**config.mk**
```make
export PLATFORM = sky130hd
export DESIGN_NAME = uart_dbuf
export DESIGN_NICKNAME = d
export VERILOG_FILES = /design/src/rtl/uart_dbuf_pkg.sv /design/src/rtl/uart_dbuf_baud.sv /design/src/rtl/uart_dbuf_tx.sv /design/src/rtl/uart_dbuf_rx.sv /design/src/rtl/uart_dbuf.sv
export SDC_FILE = /design/constraint.sdc
export NUM_CORES = 1
export LEC_CHECK = 0
export ABC_AREA = 1
export ABC_CLOCK_PERIOD_IN_PS = 2380
export BUFFER_PORTS_ARGS = -buffer_cell sky130_fd_sc_hd__buf_2
export CAP_MARGIN = 20
export CORE_AREA = 2 2 143 75
export CTS_BUF_LIST = sky130_fd_sc_hd__clkbuf_16
export CTS_CLUSTER_DIAMETER = 30
export DETAILED_ROUTE_END_ITERATION = 10
export DIE_AREA = 0 0 145 77
export GPL_TIMING_DRIVEN = 0
export PLACE_DENSITY = 0.74
export SYNTH_ARGS = -nofsm -noshare
export SYNTH_HDL_FRONTEND = slang
export SYNTH_HIERARCHICAL = 1
export SYNTH_SLANG_ARGS = --single-unit
export TNS_END_PERCENT = 20
```
**constraint.sdc**
```tcl
create_clock -name clk -period 2.38 [get_ports clk]
set_clock_uncertainty 0.05 [all_clocks]
set_input_delay 0.476 -clock clk [delete_from_list [all_inputs] [get_ports clk]]
set_output_delay 0.476 -clock clk [all_outputs]
set_load 0.05 [all_outputs]
```
**src/rtl/uart_dbuf_pkg.sv**
```systemverilog
`timescale 1ns/1ps
package uart_dbuf_pkg;

   localparam int BYTE_W = 8;

   typedef enum logic [2:0] {
      FS_IDLE,
      FS_START,
      FS_DATA,
      FS_PAR,
      FS_STOP
   } frame_st_e;

   // parity active for even (01) and odd (10)
   function automatic logic par_on(input logic [1:0] mode);
      return (mode == 2'b01) || (mode == 2'b10);
   endfunction

   function automatic logic par_bit(input logic [BYTE_W-1:0] d, input logic [1:0] mode);
      return (^d) ^ (mode == 2'b10);
   endfunction

endpackage

```
**src/rtl/uart_dbuf_baud.sv**
```systemverilog
`timescale 1ns/1ps
module uart_dbuf_baud #(
   parameter int DIV_W       = 16,
   parameter int SYNC_STAGES = 2,
   parameter bit ALT_EN      = 1'b1
) (
   input  logic             clk,
   input  logic             rst_n,
   input  logic             clk_alt,
   input  logic             use_alt,
   input  logic [DIV_W-1:0] div,
   output logic             tick
);

   logic             src_ev;
   logic [DIV_W-1:0] cnt;

   generate
      if (ALT_EN) begin : g_alt
         logic [SYNC_STAGES:0] alt_sh;
         logic                 alt_edge;

         always_ff @(posedge clk or negedge rst_n) begin
            if (!rst_n) alt_sh <= '0;
            else        alt_sh <= {alt_sh[SYNC_STAGES-1:0], clk_alt};
         end

         assign alt_edge = alt_sh[SYNC_STAGES-1] & ~alt_sh[SYNC_STAGES];
         assign src_ev   = use_alt ? alt_edge : 1'b1;

         // synchronised alternate edges never arrive on back-to-back cycles
         a_r6_alt_sparse: assert property (@(posedge clk) disable iff (!rst_n)
            (use_alt && tick) |=> (!tick || !use_alt));
      end else begin : g_sys
         logic unused_alt;
         assign unused_alt = clk_alt ^ use_alt;
         assign src_ev     = 1'b1;
      end
   endgenerate

   always_ff @(posedge clk or negedge rst_n) begin
      if (!rst_n)      cnt <= '0;
      else if (src_ev) cnt <= (cnt >= div) ? '0 : cnt + 1'b1;
   end

   assign tick = src_ev && (cnt >= div);

endmodule

```
**src/rtl/uart_dbuf_tx.sv**
```systemverilog
`timescale 1ns/1ps
module uart_dbuf_tx
   import uart_dbuf_pkg::*;
#(
   parameter int OVS = 16
) (
   input  logic              clk,
   input  logic              rst_n,
   input  logic              tick,
   input  logic [1:0]        par_mode,
   input  logic              two_stop,
   input  logic              ld,
   input  logic [BYTE_W-1:0] ld_data,
   output logic              hold_full,
   output logic              txd,
   output logic              irq_done
);

   localparam int SUB_W = $clog2(OVS);
   localparam logic [SUB_W-1:0] SUB_LAST = SUB_W'(OVS - 1);

   frame_st_e         st;
   logic [SUB_W-1:0]  sub;
   logic [2:0]        bitn;
   logic [BYTE_W-1:0] hold, sh;
   logic              pb, stop2, take;

   assign take = (st == FS_IDLE) && hold_full;

   always_ff @(posedge clk or negedge rst_n) begin
      if (!rst_n) begin
         hold      <= '0;
         hold_full <= 1'b0;
      end else if (ld && (!hold_full || take)) begin
         hold      <= ld_data;
         hold_full <= 1'b1;
      end else if (take) begin
         hold_full <= 1'b0;
      end
   end

   always_ff @(posedge clk or negedge rst_n) begin
      if (!rst_n) begin
         st       <= FS_IDLE;
         sub      <= '0;
         bitn     <= '0;
         sh       <= '0;
         pb       <= 1'b0;
         stop2    <= 1'b0;
         irq_done <= 1'b0;
      end else begin
         irq_done <= 1'b0;
         if (st == FS_IDLE) begin
            if (hold_full) begin
               sh  <= hold;
               pb  <= par_bit(hold, par_mode);
               st  <= FS_START;
               sub <= '0;
            end
         end else if (tick) begin
            if (sub == SUB_LAST) begin
               sub <= '0;
               case (st)
                  FS_START: begin
                     st   <= FS_DATA;
                     bitn <= '0;
                  end
                  FS_DATA: begin
                     sh   <= sh >> 1;
                     bitn <= bitn + 1'b1;
                     if (bitn == 3'd7) begin
                        st    <= par_on(par_mode) ? FS_PAR : FS_STOP;
                        stop2 <= 1'b0;
                     end
                  end
                  FS_PAR: begin
                     st    <= FS_STOP;
                     stop2 <= 1'b0;
                  end
                  FS_STOP: begin
                     if (two_stop && !stop2) begin
                        stop2 <= 1'b1;
                     end else begin
                        st       <= FS_IDLE;
                        irq_done <= 1'b1;
                     end
                  end
                  default: st <= FS_IDLE;
               endcase
            end else begin
               sub <= sub + 1'b1;
            end
         end
      end
   end

   always_comb begin
      case (st)
         FS_START: txd = 1'b0;
         FS_DATA:  txd = sh[0];
         FS_PAR:   txd = pb;
         default:  txd = 1'b1;
      endcase
   end

   // a queued byte enters the idle shifter on the next clock and starts a frame
   a_r5_handoff: assert property (@(posedge clk) disable iff (!rst_n)
      (st == FS_IDLE && hold_full) |=> (st == FS_START && !txd));

   // done pulse coincides with the line back at its high level
   a_r4_done_line_high: assert property (@(posedge clk) disable iff (!rst_n)
      irq_done |-> txd);

endmodule

```
**src/rtl/uart_dbuf_rx.sv**
```systemverilog
`timescale 1ns/1ps
module uart_dbuf_rx
   import uart_dbuf_pkg::*;
#(
   parameter int OVS         = 16,
   parameter int SYNC_STAGES = 2
) (
   input  logic              clk,
   input  logic              rst_n,
   input  logic              tick,
   input  logic              rxd,
   input  logic [1:0]        par_mode,
   input  logic              two_stop,
   input  logic              rd,
   input  logic              err_clr,
   output logic [BYTE_W-1:0] data,
   output logic              full,
   output logic              irq_rx,
   output logic              irq_err,
   output logic              e_par,
   output logic              e_frm,
   output logic              e_ovr
);

   localparam int SUB_W = $clog2(OVS);
   localparam logic [SUB_W-1:0] SUB_LAST = SUB_W'(OVS - 1);
   localparam logic [SUB_W-1:0] SUB_MID  = SUB_W'(OVS / 2 - 1);

   logic [SYNC_STAGES-1:0] rs;
   logic                   rx_s;
   frame_st_e              st;
   logic [SUB_W-1:0]       sub;
   logic [2:0]             bitn;
   logic [BYTE_W-1:0]      sh;
   logic                   armed, stop2, par_bad;
   logic                   samp, stop_now, fin, store;
   logic                   ev_par, ev_frm, ev_ovr;

   always_ff @(posedge clk or negedge rst_n) begin
      if (!rst_n) rs <= '1;
      else        rs <= {rs[SYNC_STAGES-2:0], rxd};
   end
   assign rx_s = rs[SYNC_STAGES-1];

   always_comb begin
      samp     = tick && (sub == SUB_LAST);
      stop_now = (st == FS_STOP) && samp;
      fin      = stop_now && (!rx_s || !two_stop || stop2);
      ev_frm   = stop_now && !rx_s;
      ev_par   = fin && par_on(par_mode) && par_bad;
      ev_ovr   = fin && full && !rd;
      store    = fin && !(full && !rd);
   end

   always_ff @(posedge clk or negedge rst_n) begin
      if (!rst_n) begin
         st      <= FS_IDLE;
         sub     <= '0;
         bitn    <= '0;
         sh      <= '0;
         armed   <= 1'b0;
         stop2   <= 1'b0;
         par_bad <= 1'b0;
      end else begin
         case (st)
            FS_IDLE: begin
               if (rx_s) armed <= 1'b1;
               if (tick && !rx_s && armed) begin
                  st    <= FS_START;
                  sub   <= '0;
                  armed <= 1'b0;
               end
            end
            FS_START: if (tick) begin
               if (sub == SUB_MID) begin
                  sub <= '0;
                  if (rx_s) begin
                     st <= FS_IDLE;
                  end else begin
                     st      <= FS_DATA;
                     bitn    <= '0;
                     par_bad <= 1'b0;
                  end
               end else begin
                  sub <= sub + 1'b1;
               end
            end
            FS_DATA: if (tick) begin
               if (sub == SUB_LAST) begin
                  sub  <= '0;
                  sh   <= {rx_s, sh[BYTE_W-1:1]};
                  bitn <= bitn + 1'b1;
                  if (bitn == 3'd7) begin
                     st    <= par_on(par_mode) ? FS_PAR : FS_STOP;
                     stop2 <= 1'b0;
                  end
               end else begin
                  sub <= sub + 1'b1;
               end
            end
            FS_PAR: if (tick) begin
               if (sub == SUB_LAST) begin
                  sub     <= '0;
                  par_bad <= rx_s != par_bit(sh, par_mode);
                  st      <= FS_STOP;
                  stop2   <= 1'b0;
               end else begin
                  sub <= sub + 1'b1;
               end
            end
            FS_STOP: if (tick) begin
               if (sub == SUB_LAST) begin
                  sub <= '0;
                  if (fin) st    <= FS_IDLE;
                  else     stop2 <= 1'b1;
               end else begin
                  sub <= sub + 1'b1;
               end
            end
            default: st <= FS_IDLE;
         endcase
      end
   end

   always_ff @(posedge clk or negedge rst_n) begin
      if (!rst_n) begin
         data    <= '0;
         full    <= 1'b0;
         irq_rx  <= 1'b0;
         irq_err <= 1'b0;
         e_par   <= 1'b0;
         e_frm   <= 1'b0;
         e_ovr   <= 1'b0;
      end else begin
         if (store)   full <= 1'b1;
         else if (rd) full <= 1'b0;
         if (store) data <= sh;
         irq_rx  <= store;
         irq_err <= ev_par | ev_frm | ev_ovr;
         e_par   <= (e_par && !err_clr) || ev_par;
         e_frm   <= (e_frm && !err_clr) || ev_frm;
         e_ovr   <= (e_ovr && !err_clr) || ev_ovr;
      end
   end

   // a receive pulse always comes with an occupied holding register
   a_r7_irq_has_byte: assert property (@(posedge clk) disable iff (!rst_n)
      irq_rx |-> full);

   // an overrun leaves the held byte untouched
   a_r11_ovr_keeps_data: assert property (@(posedge clk) disable iff (!rst_n)
      ev_ovr |=> $stable(data));

   // clear without a competing event empties the parity flag
   a_r12_clear_parity: assert property (@(posedge clk) disable iff (!rst_n)
      (err_clr && !ev_par) |=> !e_par);

   // every error pulse is backed by a set flag
   a_r12_irq_err_flag: assert property (@(posedge clk) disable iff (!rst_n)
      irq_err |-> (e_par || e_frm || e_ovr));

endmodule

```
**src/rtl/uart_dbuf.sv**
```systemverilog
`timescale 1ns/1ps
module uart_dbuf
   import uart_dbuf_pkg::*;
#(
   parameter int DIV_W       = 16,
   parameter int OVS         = 16,
   parameter int SYNC_STAGES = 2,
   parameter bit ALT_EN      = 1'b1
) (
   input  logic             clk,
   input  logic             rst_n,
   input  logic             clk_alt,
   input  logic             use_alt,
   input  logic [DIV_W-1:0] baud_div,
   input  logic [1:0]       par_mode,
   input  logic             two_stop,
   input  logic [7:0]       tx_data,
   input  logic             tx_load,
   output logic             tx_hold_full,
   output logic             txd,
   input  logic             rxd,
   output logic [7:0]       rx_data,
   output logic             rx_hold_full,
   input  logic             rx_read,
   input  logic             err_clr,
   output logic             err_parity,
   output logic             err_frame,
   output logic             err_overrun,
   output logic             irq_rx,
   output logic             irq_tx,
   output logic             irq_err
);

   generate
      if (OVS < 4 || (OVS & (OVS - 1)) != 0) begin : g_bad_ovs
         $error("OVS must be a power of two of at least 4");
      end
      if (SYNC_STAGES < 2) begin : g_bad_sync
         $error("SYNC_STAGES must be at least 2");
      end
      if (DIV_W < 1) begin : g_bad_div
         $error("DIV_W must be positive");
      end
   endgenerate

   logic tick;

   uart_dbuf_baud #(
      .DIV_W(DIV_W), .SYNC_STAGES(SYNC_STAGES), .ALT_EN(ALT_EN)
   ) u_baud (
      .clk(clk), .rst_n(rst_n), .clk_alt(clk_alt), .use_alt(use_alt),
      .div(baud_div), .tick(tick)
   );

   uart_dbuf_tx #(.OVS(OVS)) u_tx (
      .clk(clk), .rst_n(rst_n), .tick(tick), .par_mode(par_mode),
      .two_stop(two_stop), .ld(tx_load), .ld_data(tx_data),
      .hold_full(tx_hold_full), .txd(txd), .irq_done(irq_tx)
   );

   uart_dbuf_rx #(.OVS(OVS), .SYNC_STAGES(SYNC_STAGES)) u_rx (
      .clk(clk), .rst_n(rst_n), .tick(tick), .rxd(rxd), .par_mode(par_mode),
      .two_stop(two_stop), .rd(rx_read), .err_clr(err_clr),
      .data(rx_data), .full(rx_hold_full), .irq_rx(irq_rx), .irq_err(irq_err),
      .e_par(err_parity), .e_frm(err_frame), .e_ovr(err_overrun)
   );

endmodule

```
==> metrics.cfg <==
[outcome]
status = finished with violations
violations = negative setup slack

[yosys]
synthFlopType = dfrtp_1
yosysSeqAreaShare_pct = 42.6
yosysWarnings = 6
synth-simple-area-share_pct = 26.6
syn_inst = 627
synthArstFlopShare_pct = 100
syn_area_mm2 = 0.00506
synthMuxAreaShare_pct = 0.222
synth_edf_count = 0
syn_area_per_cell_um2 = 8.07
netlist.area_leader.share_pct = 41.5
yosysTopAreaCell = dfrtp_1
synth_cell_type_count = 38
synth_xor_xnor_area_share_pct = 2.94
synth_top_family_by_area = simple AND/OR/NAND/NOR gates
synth_compound_area_share_pct = 12.4
ys_seq_elements = 86
synth-adder-area-share_pct = 6.18
synth_nets = 687
synthTopCellsByArea = dfrtp_1, nand2_1, inv_1

[power]
p_sw_share_pct = 38.4
leakagePower_uw = 0.00326
internal_power_uw = 3250
switchingPower_uw = 2030
comb_power_share_pct = 38.0
clockPowerShare_pct = 25.2
ir_worst_vdd_mv = 0.394
power_frac_seq_pct = 36.8
p_per_area_mw_per_mm2 = 835

[floorplanning]
start_util_pct = 51.0
rows = 26
die_x_um = 145
die_area_mm2 = 0.0112
core_area_mm2 = 0.00992
die_y_um = 77
io-pin-count = 52

[finish]
area_growth_pct = 24.9
drive_gt1_share_pct = 29.2
instances_no_fill = 867
fin_nets = 782
final_cell_mix = nand2_1, inv_1, dfrtp_1
n_antenna_cell = 0
mostFrequentLayoutCell = nand2_1
final_cell_area_mm2 = 0.00632

[routing]
vias = 4381
totalWireLength_um = 11700
wl_per_cell_um = 13.5
viasPerCell = 5.05
drc_errors = 0
drt_pass1_iterations = 5
drtAntennaViolNets = 0
drt_iter0_markers = 340

[critical_path]
timing.rr.start = u_baud/cnt[9]
crit_path_end_kind = flip-flop
crit_arrival_ns = 2.64
critPathLaunchType = flip-flop
rr_worst_depth = 15
cp.required_ns = 2.55
r2r_slack_ns = -0.09
path_max_fanout = 4
critPathLaunch = u_baud/cnt[9]
worstSetupPathType = reg2reg
r2r-end = u_rx/data[3]

[placement]
dpl.hpwl_um = 8330
place_inst = 819
placed_cell_area_mm2 = 0.00553
port_buffers = 51
place_congestion = 0.890

[worst_hold_path]
min_path_type = in2reg
hp-start = clk_alt
holdPathStages = 1
whs_endpoint = u_baud/g_alt.alt_sh[0]

[grt]
grt_pass1_vias = 4100
grt_max_degree = 66
antenna_found_initial = 0
track_usage_pct = 21.3
grt_pass1_wl_um = 19100
grt_overflow = 0

[clocking]
cts_buffer_depth = 2
cts_tree = yes
cts_buffers = 9
path_clk_slew_ns = 0.06
clock_latency_ns = 0.34
cts.sinks = 86
htree_levels = 3
clk_root_buffer_cell = clkbuf_16

[sta]
timing_worst_slew_pin_value_ns = 0.457
period_minus_slack_ns = 2.47
holdWs_ns = 0.202
slew_viol_final = 0
period_share_pct = 104
setup_viol = 20
relSlewSlack_pct = 69.3
max_freq_mhz = 405
setup_ws_ns = -0.0906
hold_viol = 0
rsz0062_at_grt = yes

[job]
drv_cap = 0

## power by group through the flow
stage / Sequential, uW / Clock (uW) / Combinational [uW]
6_report: 1940 / 1330 / 2010
5_1_grt: 1980 / 1400 / 2250
4_1_cts: 1940 / 1360 / 1890
3_5_place_dp: 1980 / 0 / 1730
3_3_place_gp: 1960 / 0 / 1640
2_1_floorplan: 1920 / 0 / 1320
## worst max-delay path, cell delays in order (launching register included)
cell and delay, ns:
dfrtp_1 0.42, ha_4 0.29, nand4_1 0.16, nor3_4 0.28, nand2_4 0.09, a21oi_4 0.17
buf_12 0.13, buf_6 0.09, nand2_4 0.05, nor2_4 0.12, nand2_4 0.07, nor2_4 0.11
inv_4 0.07, buf_6 0.13, nand2_2 0.05, o21ai_2 0.05
## final cells by class
type | instances | area, um2
Buffer | 10 | 106
Clock buffer | 9 | 225
Clock inverter | 7 | 53.8
Fill cell | 787 | 3600
Inverter | 95 | 364
Multi-Input combinational cell | 436 | 2670
Sequential cell | 86 | 2160
Tap cell | 140 | 175
Timing Repair Buffer | 84 | 576
## routing by layer
metal | share of wire, % | global-route usage [%]
met1 | 49 | 30.8
met4 | 1.2 | 5.74
met5 | 0 | 0
met3 | 5.8 | 4.64
met2 | 44 | 32.3
## through the flow
stage / setup TNS [ns] / worst slack (ns) / total power (uW) / util [%]
final: -1.33 / -0.0906 / 5280 / 63.7
after global routing: -5.70 / -0.238 / 5630 / 63.7
after CTS: -0.0737 / -0.0248 / 5180 / 61.4
after detailed placement: -19.15 / -0.507 / 3700 / 55.7
after global placement: -17.52 / -0.491 / 3600 / 55.4
after floorplan: 0 / 0.0247 / 3240 / -
## state kept, by name, indices dropped and copies added, names as in the netlist, 4 cells and up
register / count
u_baud/cnt: 16
u_rx/data: 8
u_rx/sh: 8
u_tx/hold: 8
u_tx/sh: 8
u_rx/sub: 4
u_tx/sub: 4
## cell families (layout without fill, tap and decap cells)
family | Yosys count | in the layout
AOI/OAI and AO/OA | 103 | 103
xor gates and xnor gates | 17 | 17
adders and majority gates | 25 | 25
buffers and inverters | 105 | 205
DFF | 86 | 86
muxes | 1 | 1
and+or+nand+nor | 290 | 290
## cells in the mapped netlist, drive strengths merged (3+ instances only)
cell type	n
nand2	197
inv	94
dfrtp	84
o21ai	60
nor2	47
a21oi	36
nand3	29
ha	25
nand4	10
xor2	9
buf	8
xnor2	8
nand3b	3
nor3	3
## how the worst max path moves through the flow
stage / end / cells past startpoint
2_1_floorplan: u_rx/data[5] / 18
3_3_place_gp: u_rx/data[5] / 15
3_5_place_dp: u_rx/data[6] / 15
4_1_cts: u_rx/st[1] / 13
5_1_grt: u_rx/st[1] / 13
6_report: u_rx/data[3] / 15
## repair_timing
item	CTS	global route
hold endpoints to repair	21	0
buffers inserted	20	10
endpoints found under the setup margin	50	46
gates resized for setup	18	48
pin swaps	7	16
hold buffers	1	0
gates cloned	1	0
(Power assumes the default switching activity.)
